**src/rtl/vq_pkg.sv**
```systemverilog
package vq_pkg;
   typedef enum logic [3:0] {
      ST_IDLE, ST_AIDX_REQ, ST_AIDX_WAIT, ST_HEAD_REQ, ST_HEAD_WAIT,
      ST_DLO_REQ, ST_DLO_WAIT, ST_DHI_REQ, ST_DHI_WAIT, ST_DONE
   } walk_state_t;

   localparam logic [1:0] OP_FETCH = 2'b00;
   localparam logic [1:0] OP_PEEK  = 2'b01;

   localparam int FLAG_CHAIN_BIT = 0;
   localparam int FLAG_DEVWR_BIT = 1;

   typedef struct packed {
      logic [63:0] buf_addr;
      logic [31:0] buf_len;
      logic        chained;
      logic        dev_writes;
      logic [15:0] link;
   } desc_rec_t;
endpackage

```
**src/rtl/vq_ring_regs.sv**
```systemverilog
module vq_ring_regs #(
   parameter int ADDR_W     = 64,
   parameter int PAGE_SHIFT = 12,
   parameter int QSIZE      = 16
) (
   input  logic              clk,
   input  logic              rst_n,
   input  logic              wr_en,
   input  logic [31:0]       wr_pfn,
   input  logic              adv,
   output logic [ADDR_W-1:0] desc_base,
   output logic [ADDR_W-1:0] avail_base,
   output logic [ADDR_W-1:0] used_base,
   output logic [15:0]       next_avail
);
   localparam longint PAGE_BYTES = longint'(1) << PAGE_SHIFT;
   localparam longint TBL_BYTES  = 16 * longint'(QSIZE);
   localparam longint AVAIL_END  = TBL_BYTES + 4 + 2 * longint'(QSIZE);
   localparam longint USED_OFF   = ((AVAIL_END + PAGE_BYTES - 1) / PAGE_BYTES) * PAGE_BYTES;

   generate
      if (PAGE_SHIFT + 32 > ADDR_W) begin : g_bad_width
         $error("vq_ring_regs: ADDR_W too narrow for shifted page number");
      end
   endgenerate

   logic [ADDR_W-1:0] new_desc;
   assign new_desc = ADDR_W'(wr_pfn) << PAGE_SHIFT;

   always_ff @(posedge clk or negedge rst_n) begin
      if (!rst_n) begin
         desc_base  <= '0;
         avail_base <= '0;
         used_base  <= '0;
         next_avail <= '0;
      end else if (wr_en) begin
         next_avail <= '0;
         if (wr_pfn == '0) begin
            desc_base  <= '0;
            avail_base <= '0;
            used_base  <= '0;
         end else begin
            desc_base  <= new_desc;
            avail_base <= new_desc + ADDR_W'(TBL_BYTES);
            used_base  <= new_desc + ADDR_W'(USED_OFF);
         end
      end else if (adv) begin
         next_avail <= next_avail + 16'd1;
      end
   end

   // used ring sits on a page boundary past the end of the available ring
   a_r1_used_page: assert property (@(posedge clk) disable iff (!rst_n)
      (desc_base != '0) |-> (used_base[PAGE_SHIFT-1:0] == '0 &&
                             used_base >= avail_base + ADDR_W'(4 + 2 * QSIZE)));

   // the index only moves by one step or by a page number write
   a_r5_step_only: assert property (@(posedge clk) disable iff (!rst_n)
      (next_avail != $past(next_avail)) |->
         ($past(wr_en) || next_avail == $past(next_avail) + 16'd1));
endmodule

```
**src/rtl/vq_desc_unpack.sv**
```systemverilog
module vq_desc_unpack
   import vq_pkg::*;
(
   input  logic [63:0] word_lo,
   input  logic [63:0] word_hi,
   output desc_rec_t   rec
);
   logic [15:0] flags;
   assign flags = word_hi[47:32];

   always_comb begin
      rec.buf_addr   = word_lo;
      rec.buf_len    = word_hi[31:0];
      rec.chained    = flags[FLAG_CHAIN_BIT];
      rec.dev_writes = flags[FLAG_DEVWR_BIT];
      rec.link       = word_hi[63:48];
   end

   logic unused_flags;
   assign unused_flags = ^{flags[15:2]};
endmodule

```
**src/rtl/vq_seg_tally.sv**
```systemverilog
module vq_seg_tally #(
   parameter int CNT_W = 5
) (
   input  logic             clk,
   input  logic             rst_n,
   input  logic             clear,
   input  logic             bump,
   input  logic             bump_in,
   output logic [CNT_W-1:0] n_in,
   output logic [CNT_W-1:0] n_out,
   output logic [CNT_W-1:0] total
);
   assign total = n_in + n_out;

   always_ff @(posedge clk or negedge rst_n) begin
      if (!rst_n) begin
         n_in  <= '0;
         n_out <= '0;
      end else if (clear) begin
         n_in  <= '0;
         n_out <= '0;
      end else if (bump) begin
         if (bump_in) n_in  <= n_in + CNT_W'(1);
         else         n_out <= n_out + CNT_W'(1);
      end
   end

   // each emitted segment lands in exactly one direction count
   a_r9_one_side: assert property (@(posedge clk) disable iff (!rst_n)
      (bump && !clear) |=> (n_in + n_out) == $past(n_in + n_out) + CNT_W'(1));
endmodule

```
**src/rtl/vq_chain_fetcher.sv**
```systemverilog
module vq_chain_fetcher
   import vq_pkg::*;
#(
   parameter int ADDR_W     = 64,
   parameter int PAGE_SHIFT = 12,
   parameter int QSIZE      = 16,
   localparam int CNT_W     = $clog2(QSIZE + 1)
) (
   input  logic              clk,
   input  logic              rst_n,
   input  logic              cfg_wr,
   input  logic [31:0]       cfg_pfn,
   input  logic              cmd_valid,
   input  logic [1:0]        cmd_op,
   output logic              cmd_ready,
   output logic              rd_req,
   output logic [ADDR_W-1:0] rd_addr,
   input  logic              rd_rsp_valid,
   input  logic [63:0]       rd_rsp_data,
   output logic              seg_valid,
   output logic [63:0]       seg_addr,
   output logic [31:0]       seg_len,
   output logic              seg_is_in,
   output logic [CNT_W-1:0]  seg_pos,
   output logic              done,
   output logic              done_found,
   output logic              done_err,
   output logic [15:0]       done_head,
   output logic [CNT_W-1:0]  done_n_in,
   output logic [CNT_W-1:0]  done_n_out,
   output logic [ADDR_W-1:0] desc_base,
   output logic [ADDR_W-1:0] avail_base,
   output logic [ADDR_W-1:0] used_base,
   output logic [15:0]       next_avail
);
   localparam int SLOT_W  = (QSIZE > 1) ? $clog2(QSIZE) : 1;
   localparam bit IS_POW2 = (QSIZE & (QSIZE - 1)) == 0;

   generate
      if (QSIZE < 2 || QSIZE > 32768) begin : g_bad_qsize
         $error("vq_chain_fetcher: QSIZE out of range");
      end
      if (ADDR_W < 48) begin : g_bad_addr
         $error("vq_chain_fetcher: ADDR_W below 48");
      end
   endgenerate

   walk_state_t state;
   logic [1:0]  op_q;
   logic [15:0] cur_idx;
   logic [63:0] lo_q;
   logic        adv;
   logic        idle;
   logic        accept;

   assign idle      = (state == ST_IDLE);
   assign cmd_ready = idle;
   assign accept    = idle && cmd_valid;
   assign done      = (state == ST_DONE);

   vq_ring_regs #(.ADDR_W(ADDR_W), .PAGE_SHIFT(PAGE_SHIFT), .QSIZE(QSIZE)) u_ring (
      .clk(clk), .rst_n(rst_n), .wr_en(cfg_wr && idle), .wr_pfn(cfg_pfn), .adv(adv),
      .desc_base(desc_base), .avail_base(avail_base), .used_base(used_base),
      .next_avail(next_avail)
   );

   // slot selection: mask for power-of-two sizes, remainder otherwise
   logic [SLOT_W-1:0] avail_slot, desc_slot;
   generate
      if (IS_POW2) begin : g_slot_mask
         assign avail_slot = next_avail[SLOT_W-1:0];
         assign desc_slot  = cur_idx[SLOT_W-1:0];
      end else begin : g_slot_mod
         logic [15:0] a_mod, d_mod;
         assign a_mod      = next_avail % 16'(QSIZE);
         assign d_mod      = cur_idx % 16'(QSIZE);
         assign avail_slot = a_mod[SLOT_W-1:0];
         assign desc_slot  = d_mod[SLOT_W-1:0];
      end
   endgenerate

   logic [ADDR_W-1:0] desc_addr;
   assign desc_addr = desc_base + (ADDR_W'(desc_slot) << 4);

   always_comb begin
      rd_req  = 1'b0;
      rd_addr = '0;
      unique case (state)
         ST_AIDX_REQ: begin rd_req = 1'b1; rd_addr = avail_base + ADDR_W'(2); end
         ST_HEAD_REQ: begin rd_req = 1'b1; rd_addr = avail_base + ADDR_W'(4) + (ADDR_W'(avail_slot) << 1); end
         ST_DLO_REQ:  begin rd_req = 1'b1; rd_addr = desc_addr; end
         ST_DHI_REQ:  begin rd_req = 1'b1; rd_addr = desc_addr + ADDR_W'(8); end
         default: ;
      endcase
   end

   desc_rec_t rec;
   vq_desc_unpack u_unpack (.word_lo(lo_q), .word_hi(rd_rsp_data), .rec(rec));

   logic             emit;
   logic [CNT_W-1:0] n_in, n_out, total;
   assign emit = (state == ST_DHI_WAIT) && rd_rsp_valid;

   vq_seg_tally #(.CNT_W(CNT_W)) u_tally (
      .clk(clk), .rst_n(rst_n), .clear(accept), .bump(emit), .bump_in(rec.dev_writes),
      .n_in(n_in), .n_out(n_out), .total(total)
   );
   assign done_n_in  = n_in;
   assign done_n_out = n_out;

   logic last_allowed;
   assign last_allowed = (total + CNT_W'(1)) >= CNT_W'(QSIZE);

   always_comb begin
      adv = 1'b0;
      if (rd_rsp_valid) begin
         if (state == ST_AIDX_WAIT && rd_rsp_data[15:0] != next_avail && op_q[1]) adv = 1'b1;
         if (state == ST_HEAD_WAIT && op_q == OP_FETCH) adv = 1'b1;
      end
   end

   always_ff @(posedge clk or negedge rst_n) begin
      if (!rst_n) begin
         state      <= ST_IDLE;
         op_q       <= '0;
         cur_idx    <= '0;
         lo_q       <= '0;
         seg_valid  <= 1'b0;
         seg_addr   <= '0;
         seg_len    <= '0;
         seg_is_in  <= 1'b0;
         seg_pos    <= '0;
         done_found <= 1'b0;
         done_err   <= 1'b0;
         done_head  <= '0;
      end else begin
         seg_valid <= 1'b0;
         unique case (state)
            ST_IDLE: if (cmd_valid) begin
               op_q       <= cmd_op;
               done_found <= 1'b0;
               done_err   <= 1'b0;
               done_head  <= '0;
               state      <= ST_AIDX_REQ;
            end
            ST_AIDX_REQ: state <= ST_AIDX_WAIT;
            ST_AIDX_WAIT: if (rd_rsp_valid) begin
               if (rd_rsp_data[15:0] == next_avail) begin
                  state <= ST_DONE;
               end else if (op_q[1]) begin
                  done_found <= 1'b1;
                  state      <= ST_DONE;
               end else begin
                  state <= ST_HEAD_REQ;
               end
            end
            ST_HEAD_REQ: state <= ST_HEAD_WAIT;
            ST_HEAD_WAIT: if (rd_rsp_valid) begin
               cur_idx    <= rd_rsp_data[15:0];
               done_head  <= rd_rsp_data[15:0];
               done_found <= 1'b1;
               state      <= ST_DLO_REQ;
            end
            ST_DLO_REQ: state <= ST_DLO_WAIT;
            ST_DLO_WAIT: if (rd_rsp_valid) begin
               lo_q  <= rd_rsp_data;
               state <= ST_DHI_REQ;
            end
            ST_DHI_REQ: state <= ST_DHI_WAIT;
            ST_DHI_WAIT: if (rd_rsp_valid) begin
               seg_valid <= 1'b1;
               seg_addr  <= rec.buf_addr;
               seg_len   <= rec.buf_len;
               seg_is_in <= rec.dev_writes;
               seg_pos   <= rec.dev_writes ? n_in : n_out;
               if (!rec.chained) begin
                  state <= ST_DONE;
               end else if (last_allowed) begin
                  done_err <= 1'b1;
                  state    <= ST_DONE;
               end else begin
                  cur_idx <= rec.link;
                  state   <= ST_DLO_REQ;
               end
            end
            ST_DONE: state <= ST_IDLE;
            default: state <= ST_IDLE;
         endcase
      end
   end

   // a request never repeats in the following cycle
   a_r12_single_req: assert property (@(posedge clk) disable iff (!rst_n)
      rd_req |=> !rd_req);

   // no request while the block is idle or completing
   a_r12_req_busy: assert property (@(posedge clk) disable iff (!rst_n)
      rd_req |-> !cmd_ready && !done);

   // an empty result carries no segments
   a_r4_empty_quiet: assert property (@(posedge clk) disable iff (!rst_n)
      (done && !done_found) |-> (done_n_in == '0 && done_n_out == '0 && !done_err));

   // a cut-off chain has exactly QSIZE segments
   a_r10_err_full: assert property (@(posedge clk) disable iff (!rst_n)
      (done && done_err) |-> (32'(done_n_in) + 32'(done_n_out) == 32'(QSIZE)));

   // segment count never passes the queue size
   a_r10_cap: assert property (@(posedge clk) disable iff (!rst_n)
      seg_valid |-> (32'(seg_pos) < 32'(QSIZE)));

   // a peek leaves the index where it was
   a_r6_peek_hold: assert property (@(posedge clk) disable iff (!rst_n)
      (!idle && op_q == OP_PEEK) |=> $stable(next_avail));
endmodule

```
**config.mk**
```make
export PLATFORM = sky130hd
export DESIGN_NAME = vq_chain_fetcher
export DESIGN_NICKNAME = d
export VERILOG_FILES = /design/src/rtl/vq_pkg.sv /design/src/rtl/vq_ring_regs.sv /design/src/rtl/vq_desc_unpack.sv /design/src/rtl/vq_seg_tally.sv /design/src/rtl/vq_chain_fetcher.sv
export SDC_FILE = /design/constraint.sdc
export NUM_CORES = 1
export LEC_CHECK = 0
export BUFFER_PORTS_ARGS = -buffer_cell sky130_fd_sc_hd__buf_2
export CAP_MARGIN = 20
export CORE_UTILIZATION = 34
export DETAILED_ROUTE_END_ITERATION = 8
export HOLD_SLACK_MARGIN = 0.03
export SYNTH_ARGS = -nofsm -noshare
export SYNTH_HDL_FRONTEND = slang
export SYNTH_SLANG_ARGS = --single-unit
```
**constraint.sdc**
```tcl
create_clock -name clk -period 2.5 [get_ports clk]
set_input_delay 0.375 -clock clk [delete_from_list [all_inputs] [get_ports clk]]
set_output_delay 0.375 -clock clk [all_outputs]
set_load 0.01 [all_outputs]
```
# ---- Word level (Yosys, flattened, before mapping)
# Index checks and enable logic that the tools add are counted.
dict set report classes {
  n_addsub 12
  magnitude_cmp 1
  n_reduce_logical 27
  mux 46
  n_eq_ne 22
}
# op n
set ops {}
lappend ops {{$pmux 64 s4} 1}
lappend ops {{$mux 64} 2}
lappend ops {{$add 64x2->64 const B} 1}
lappend ops {{$add 64x3->64 const B} 1}
lappend ops {{$add 64x4->64 const B} 1}
lappend ops {{$add 64x5->64} 1}
lappend ops {{$add 64x8->64} 1}
lappend ops {{$mux 16} 4}
lappend ops {{$mux 4} 12}
lappend ops {{$add 44x13->45 const B} 1}
lappend ops {{$add 44x9->45 const B} 1}
lappend ops {{$mux 44} 1}
lappend ops {{$pmux 4 s9} 1}
lappend ops {{$mux 5} 7}
lappend ops {{$logic_not 32->1} 1}
lappend ops {{$pmux 16 s2} 1}
lappend ops {{$ne 2x2->1 const B} 10}
lappend ops {{$add 16x1->16 const B} 1}
lappend ops {{$eq 16x16->1} 1}
lappend ops {{$eq 4x3->1 const B} 4}
lappend ops {{$ne 16x16->1} 1}
lappend ops {{$add 5x1->5 const B} 3}
lappend ops {{$reduce_and 5->1} 3}
lappend ops {{$mux 1} 14}
lappend ops {{other kinds (18)} 34}
dict set report word_totals {
  wordCells 126
  reg_bits 413
}

# ---- Longest topological paths before layout
# Gate-level depths: netlist (run 1).
dict set report logic_depth {
  word_depth 8
  ltp_mapped 9
  mapped_depth_nobuf 7
}

# ---- Hierarchy
# Synthesis (run 1) repeated with hierarchy kept, for this count alone.
dict set report hier_totals {
  hier_cells 2348
  area_unflattened_um2 20746.1
}
# mod area_each_um2 seq_area_each_um2 n_inst cells_per_inst
set by_module_without_submodules {}
lappend by_module_without_submodules {vq_chain_fetcher 14471.4 4879.7 1 1684}
lappend by_module_without_submodules {vq_ring_regs 4783.3 2052.0 1 488}
lappend by_module_without_submodules {vq_desc_unpack 855.8 0.0 1 114}
lappend by_module_without_submodules {vq_seg_tally 635.6 250.2 1 62}

# ---- Worst setup path after synthesis (run 1)
# OpenSTA, ideal clock, no wires.
dict set report synth_path {
  path_kind {reg2reg}
  start {register u_tally.n_in[2]}
  end {register cur_idx[0]}
  arrival_ns 1.918
  setup_slack_ns 0.457
  synth_period_minus_slack_ns 2.043
  stages_incl_launch_ff 8
  cell_sequence {dfrtp_1 > ha_1 > o21ai_0 > a22oi_1 > xnor2_1 > a21oi_1 > nor2_1 > mux2_2}
}
dict set report synth_between {
  elab_chain_len 5
}
# element line
set synth_rtl {}
lappend synth_rtl {{from (decl)} vq_seg_tally.sv:9} ;# output logic [CNT_W-1:0] n_in,
lappend synth_rtl {{from (signal assigned)} vq_seg_tally.sv:23} ;# if (bump_in) n_in <= n_in + CNT_W'(1);
lappend synth_rtl {{$add 5x5->5} vq_seg_tally.sv:13} ;# assign total = n_in + n_out;
lappend synth_rtl {{$add 5x1->5} vq_chain_fetcher.sv:112} ;# assign last_allowed = (total + CNT_W'(1)) >= CNT_W'(QSIZE);
lappend synth_rtl {{$ge 5x5->1} vq_chain_fetcher.sv:112}
lappend synth_rtl {{$ne 2x2->1 (no source line)} -}
lappend synth_rtl {{$reduce_and 5->1 (no source line)} -}
lappend synth_rtl {{to (signal assigned)} vq_chain_fetcher.sv:159} ;# cur_idx <= rd_rsp_data[15:0];
lappend synth_rtl {{to (signal assigned)} vq_chain_fetcher.sv:182} ;# cur_idx <= rec.link;
lappend synth_rtl {{to (decl)} vq_chain_fetcher.sv:50} ;# logic [15:0] cur_idx;
# No other way between the ends.
# A chain may end at the register's enable or synchronous reset.

# ---- Final worst setup path (run 1)
dict set report layout_path {
  start {register state[3]}
  end {output port rd_addr[1]}
}
dict set report layout_between {
  elab_chain_len 2
  elab_cells_between_ends 5
}
# element line
set layout_rtl {}
lappend layout_rtl {{from (decl)} vq_chain_fetcher.sv:48} ;# walk_state_t state;
lappend layout_rtl {{from (signal assigned)} vq_chain_fetcher.sv:124} ;# state <= ST_IDLE;
lappend layout_rtl {{from (signal assigned)} vq_chain_fetcher.sv:144} ;# state <= ST_AIDX_REQ;
lappend layout_rtl {{from (signal assigned)} vq_chain_fetcher.sv:146} ;# ST_AIDX_REQ: state <= ST_AIDX_WAIT;
lappend layout_rtl {{$eq 4x3->1 (tied with other cells)} vq_chain_fetcher.sv:88} ;# unique case (state)
lappend layout_rtl {{$pmux 64 s4 *} vq_chain_fetcher.sv:88}
lappend layout_rtl {{to (decl)} vq_chain_fetcher.sv:17} ;# output logic [ADDR_W-1:0] rd_addr,
# Every way passes the cells marked *; elsewhere a longest branch is shown, timed or not.

==> impl_metrics.ini, run 1 <==
[clock_tree]
htreeDepth = 2
root_buffer = clkbuf_16
clk_latency_ns = 0.54
cts_sinks = 287
clk_pin_slew_ns = 0.06
cts_tree = done
cts_buffers = 35
cts_buffer_depth = 3
postCtsSetupBuffers = 0

[detailed_routing]
firstDrtPassIters = 5
ant_nets = 0
drt_first_iter_violations = 675
via_per_inst = 4.657
drc = 0
vias = 10524
wl_per_cell_um = 17.21
wirelength_mm = 38.89

[pwr]
power.total_mw = 18.82
peakVddDrop_uv = 594.6
p_switching_mw = 6.654
p_per_area_nw_per_um2 = 1120
pwr-share-seq = 0.395
switching_share = 0.3536
p_leak_nw = 9.031
p_int_mw = 12.17
combinationalPowerShare = 0.333
power_frac_clock = 0.271

[hold_path]
hold_class = input pin to register

[floorplanning]
core_um2 = 38920
dieHeight_um = 201.2
dieArea_um2 = 40460
start_util = 0.3465
die_w_um = 201.2
ios = 509
rows = 72

[synth]
synth_seq_area_share = 0.5326
syn_area_um2 = 13490
synth_area_leaders = dfrtp_1, nand2_1, buf_4
async_flop_share = 1.000
avgSynthCellArea_um2 = 10.06
synth_top_cell_area_share = 0.5326
synth_flop_cell = dfrtp_1
synth_edf_count = 0
synthDistinctLibCells = 46
ys_ff_latch = 287
syn_inst = 1340
yosysWarnings = 0
synth_top_area_cell = dfrtp_1

[final_layout]
final_common_cell = buf_2
mostFrequentLayoutCells = buf_2, nand2_1, dfrtp_1
drive_gt1_frac = 0.3295
final_nets = 1828
syn_to_final_growth_pct = 24.63
antenna_cells = 0
final_cells = 2260

[place]
place_congestion = 0.8770
io_buffers = 390
dpl.hpwl_mm = 28.20
placed_cells = 2186

[grt]
grt_pass1_wl_mm = 60.24
antenna_found_initial = 1
grt_max_degree = 82
grt_pass1_vias = 10393
grt_usage = 0.1907
grt-ovfl-total = 0

[critical_path]
r2r.worst_path.cells = 7
end_kind = output pin
path_class = register to output pin
startpoint = state[3]
r2r_slack_ns = 0.22
crit_required_ns = 2.12
crit_path_start_kind = register
cp.arrival_ns = 2.02
r2r_end = cur_idx[2]
timing.rr.start = u_tally.n_in[2]
crit_fanout = 35
crit_end = rd_addr[1]

[timing]
setup-tns-final_ns = 0
maxSlewViolCount = 0
finalSetupViolCount = 0
fin_skew_ns = 0.01043
relSlewSlack = 0.4796
fin_crit_ns = 2.391
max_clock_freq_mhz = 418.2
finalHoldViolations = 0
fin_crit_sh = 0.9564
worstMarginPinSlew_ns = 0.7806
rsz0062_at_grt = false

[job]
drv_cap = 0

[run_status]
outcome = finished clean
-- per-layer routing --
metal  global-route usage  vias to the layer above  part of all wire
met1               0.2351                     5152              0.41
met2               0.3307                      382              0.50
li1                     -                     4929                 -
met4              0.05125                        2             0.020
met5                    0                        -           0.00044
met3              0.04730                       59             0.068
-- cell usage after synthesis, drive strengths merged (2+ instances only) --
master / count
nor4b: 3
nand3: 19
and2: 36
nand2: 351
xor2: 41
o21ai: 79
buf: 166
a22o: 31
or2: 3
dfrtp: 287
o31ai: 3
nor4: 12
clkbuf: 48
nor2b: 2
ha: 9
a31oi: 2
xnor2: 16
a21oi: 23
nor2: 35
mux2: 88
nand4: 12
and4: 4
nor3: 6
and3: 14
mux2i: 9
or3: 14
a22oi: 2
inv: 14
-- stage by stage --
stage          utilization  instance area (um^2)  worst slack [ns]  hold slack [ns]
6_report            0.4319                 16810            0.1089          0.06350
5_1_grt             0.4319                 16810          0.005491          0.04308
4_1_cts             0.4315                 16790           0.04171          0.03011
3_5_place_dp        0.3989                 15520            0.1097           0.3878
3_3_place_gp        0.3989                 15520            0.1445           0.4026
2_1_floorplan            -                 13920            0.4574          0.07941
-- power by group through the flow --
stage                     sequential [mW]  combinational [mW]  clock [mW]
after floorplan                      7.79                3.48           0
after global placement               7.44                6.25           0
after detailed placement             7.50                6.34           0
after CTS                            7.45                6.36        5.27
after global routing                 7.68                6.89        5.43
final                                7.44                6.27        5.11
-- logic make-up (layout without fill, tap and decap cells) --
group,count (synthesis),in the layout,share of synthesized area
other,1,118,0.0002781
DFF,287,287,0.5326
xor gates and xnor gates,57,57,0.03702
and+or+nand+nor,513,513,0.1685
adders and majority gates,9,9,0.008350
AOI/OAI and AO/OA,148,148,0.06671
buffers and inverters,228,513,0.1064
muxes,97,97,0.08016
-- critical path: stages (launching register included) --
cell	delay (ns)
dfrtp_2	0.50
nand2b_1	0.25
inv_1	0.14
buf_8	0.20
o211a_1	0.23
buf_2	0.15
-- final cells by class --
cell class	count	area [um^2]
repair buffers	436	2419
flip-flops and latches	287	7183
well taps	518	648.1
clock inverters	11	135.1
multi-input cells	942	5340
inverters	14	52.55
clock buffers	52	1030
fillers	3828	22110
-- flip-flops by register name, indices dropped and copies added, names as in the netlist, 16 cells and up --
name               count
lo_q                  64
seg_addr              64
u_ring.avail_base     33
u_ring.used_base      33
seg_len               32
done_head             16
u_ring.next_avail     16
-- what timing repair did --
action	in CTS	in global routing
hold buffers	10	0
hold endpoints to repair	75	0
gates resized for setup	2	1
endpoints found under the setup margin	7	1
-- worst min path at each step --
stage               slack, ns             from            to  depth (start not counted)
global placement         0.40            rst_n  seg_addr[45]                          1
detailed placement       0.39            rst_n  seg_addr[45]                          1
finish                   0.06  rd_rsp_data[58]      lo_q[58]                          2
CTS                      0.03  rd_rsp_data[25]   seg_len[25]                          3
global route             0.04  rd_rsp_data[58]      lo_q[58]                          2
floorplan                0.08            rst_n    cur_idx[0]                          0
(Power assumes the default switching activity.)
==> inputs of run 2 (changes only) <==
Settings changed: CORE_AREA from default to 2 2 200 202, CORE_UTILIZATION 34 to default, DIE_AREA from default to 0 0 202 204, SETUP_SLACK_MARGIN from default to 0.3.
==> run 2 against run 1 <==
  * Cell area up 4.9%
  * Setup slack better by 0.21 ns
  * Count of clock-buffer cells in the layout down 9
  * Die area up 1.8%
  * Combinational power up 19%
  * Non-clock buffer count up 35
  * Power up 7.2%
  * Hold slack better by 0.0044 ns
  * Maximum frequency up 9.6%
  * Routed wire length up 3.0%
  * Flip-flop and latch count unchanged
  * Largest cell class unchanged
==> impl_metrics.ini, run 2 (same netlist as run 1, synthesis figures left out) <==
[timing]
relSlewSlack = 0.4903
finalHoldViolations = 0
worstMarginPinSlew_ns = 0.7646
whs_ns = 0.06794
fin_crit_sh = 0.8730
rsz0062_at_grt = true
max_clock_freq_mhz = 458.2
fin_skew_ns = 0.02221
fin_ws_ns = 0.3176
fin_crit_ns = 2.182
setup-tns-final_ns = 0
maxSlewViolCount = 0
finalSetupViolCount = 0

[clock_tree]
htreeDepth = 2
clk_pin_slew_ns = 0.06
cts_sinks = 287
cts_tree = done
cts_buffers = 34
root_buffer = clkbuf_16
cts_buffer_depth = 3
clk_latency_ns = 0.54

[pwr]
peakVddDrop_uv = 784.3
p_per_area_nw_per_um2 = 1145
p_leak_nw = 9.350
power.total_mw = 20.17

[detailed_routing]
ant_nets = 0
wirelength_mm = 40.05
firstDrtPassIters = 4
drt_first_iter_violations = 557
vias = 10591
via_per_inst = 4.609
wl_per_cell_um = 17.43
drc = 0

[critical_path]
end_kind = output pin
r2r.worst_path.cells = 8
cp.arrival_ns = 1.81
crit_path_start_kind = register
crit_fanout = 2
timing.rr.start = u_ring.next_avail[2]
r2r_end = state[3]
crit_required_ns = 2.12
path_class = register to output pin
r2r_slack_ns = 0.39

[job]
drv_cap = 0

[final_layout]
antenna_cells = 0
mostFrequentLayoutCells = buf_2, nand2_1, dfrtp_1
final_common_cell = buf_2
final_cells = 2298
final_nets = 1862
largestRegisters = lo_q x64, seg_addr x64
syn_to_final_growth_pct = 30.70
drive_gt1_frac = 0.3677
utilization = 0.4498
fin_area_um2 = 17630

[place]
io_buffers = 390
pre_cts_ws_ns = 0.1107
dpl.hpwl_mm = 28.30
placed_area_um2 = 15650
place_congestion = 0.8700
placed_cells = 2205

[grt]
antenna_found_initial = 1
grt_pass1_vias = 10301
grt_pass1_wl_mm = 59.39
grt_usage = 0.1856
grt-ovfl-total = 0
grt_max_degree = 71

[hold_path]
worstHoldStart = cmd_op[1]
min_to = op_q[1]
hold_class = input pin to register
whs_path_depth = 3

[floorplanning]
die_w_um = 202
dieHeight_um = 204
start_util = 0.3442
dieArea_um2 = 41210
ios = 509
rows = 73
core_um2 = 39180

[run_status]
outcome = finished clean
[run 2: area by class of cell]
class                   count  area [um^2]
well taps                 525        656.9
fillers                  3798        21560
multi-input cells         942         5483
clock inverters            16        234.0
clock buffers              43        965.9
inverters                  14        68.82
repair buffers            471         3032
flip-flops and latches    287         7186
[run 2: power by group]
| part | internal [mW] | total [mW] | switching [mW] | leakage [nW] |
|---|---|---|---|---|
| logic | 3.54 | 7.45 | 3.91 | 5.04 |
| clock network | 3.26 | 5.27 | 2.01 | 0.593 |
| registers | 6.34 | 7.45 | 1.11 | 3.71 |
| total | 13.1 | 20.2 | 7.03 | 9.35 |
[run 2: timing repair]
item	in CTS	in global routing
pin swaps	3	7
hold endpoints to repair	73	0
resized for setup	22	72
cloned	2	4
setup buffers	6	8
hold buffers	13	0
setup endpoints to repair	42	57
[run 2: worst max path at each step]
stage	endpoint	startpoint
after detailed placement	state[3]	rd_rsp_data[1]
after global placement	state[3]	rd_rsp_data[1]
final	rd_addr[4]	u_ring.next_avail[1]
after global routing	rd_addr[4]	u_ring.next_avail[1]
after floorplan	cur_idx[0]	u_tally.n_in[2]
after CTS	done	state[2]
[run 2: critical path: stages (launching register included)]
cell and delay (ns):
dfrtp_1 0.39, buf_6 0.13, ha_4 0.15, buf_6 0.11, xor2_2 0.14, a22oi_2 0.13, nor2_1 0.06, buf_2 0.14
[run 2: per-layer routing]
layer,track usage,up-vias,wire (um)
met5,0,-,0
met2,0.3159,391,19310
met1,0.2299,5145,16490
li1,-,4991,-
met4,0.06618,0,1351
met3,0.04464,64,2889
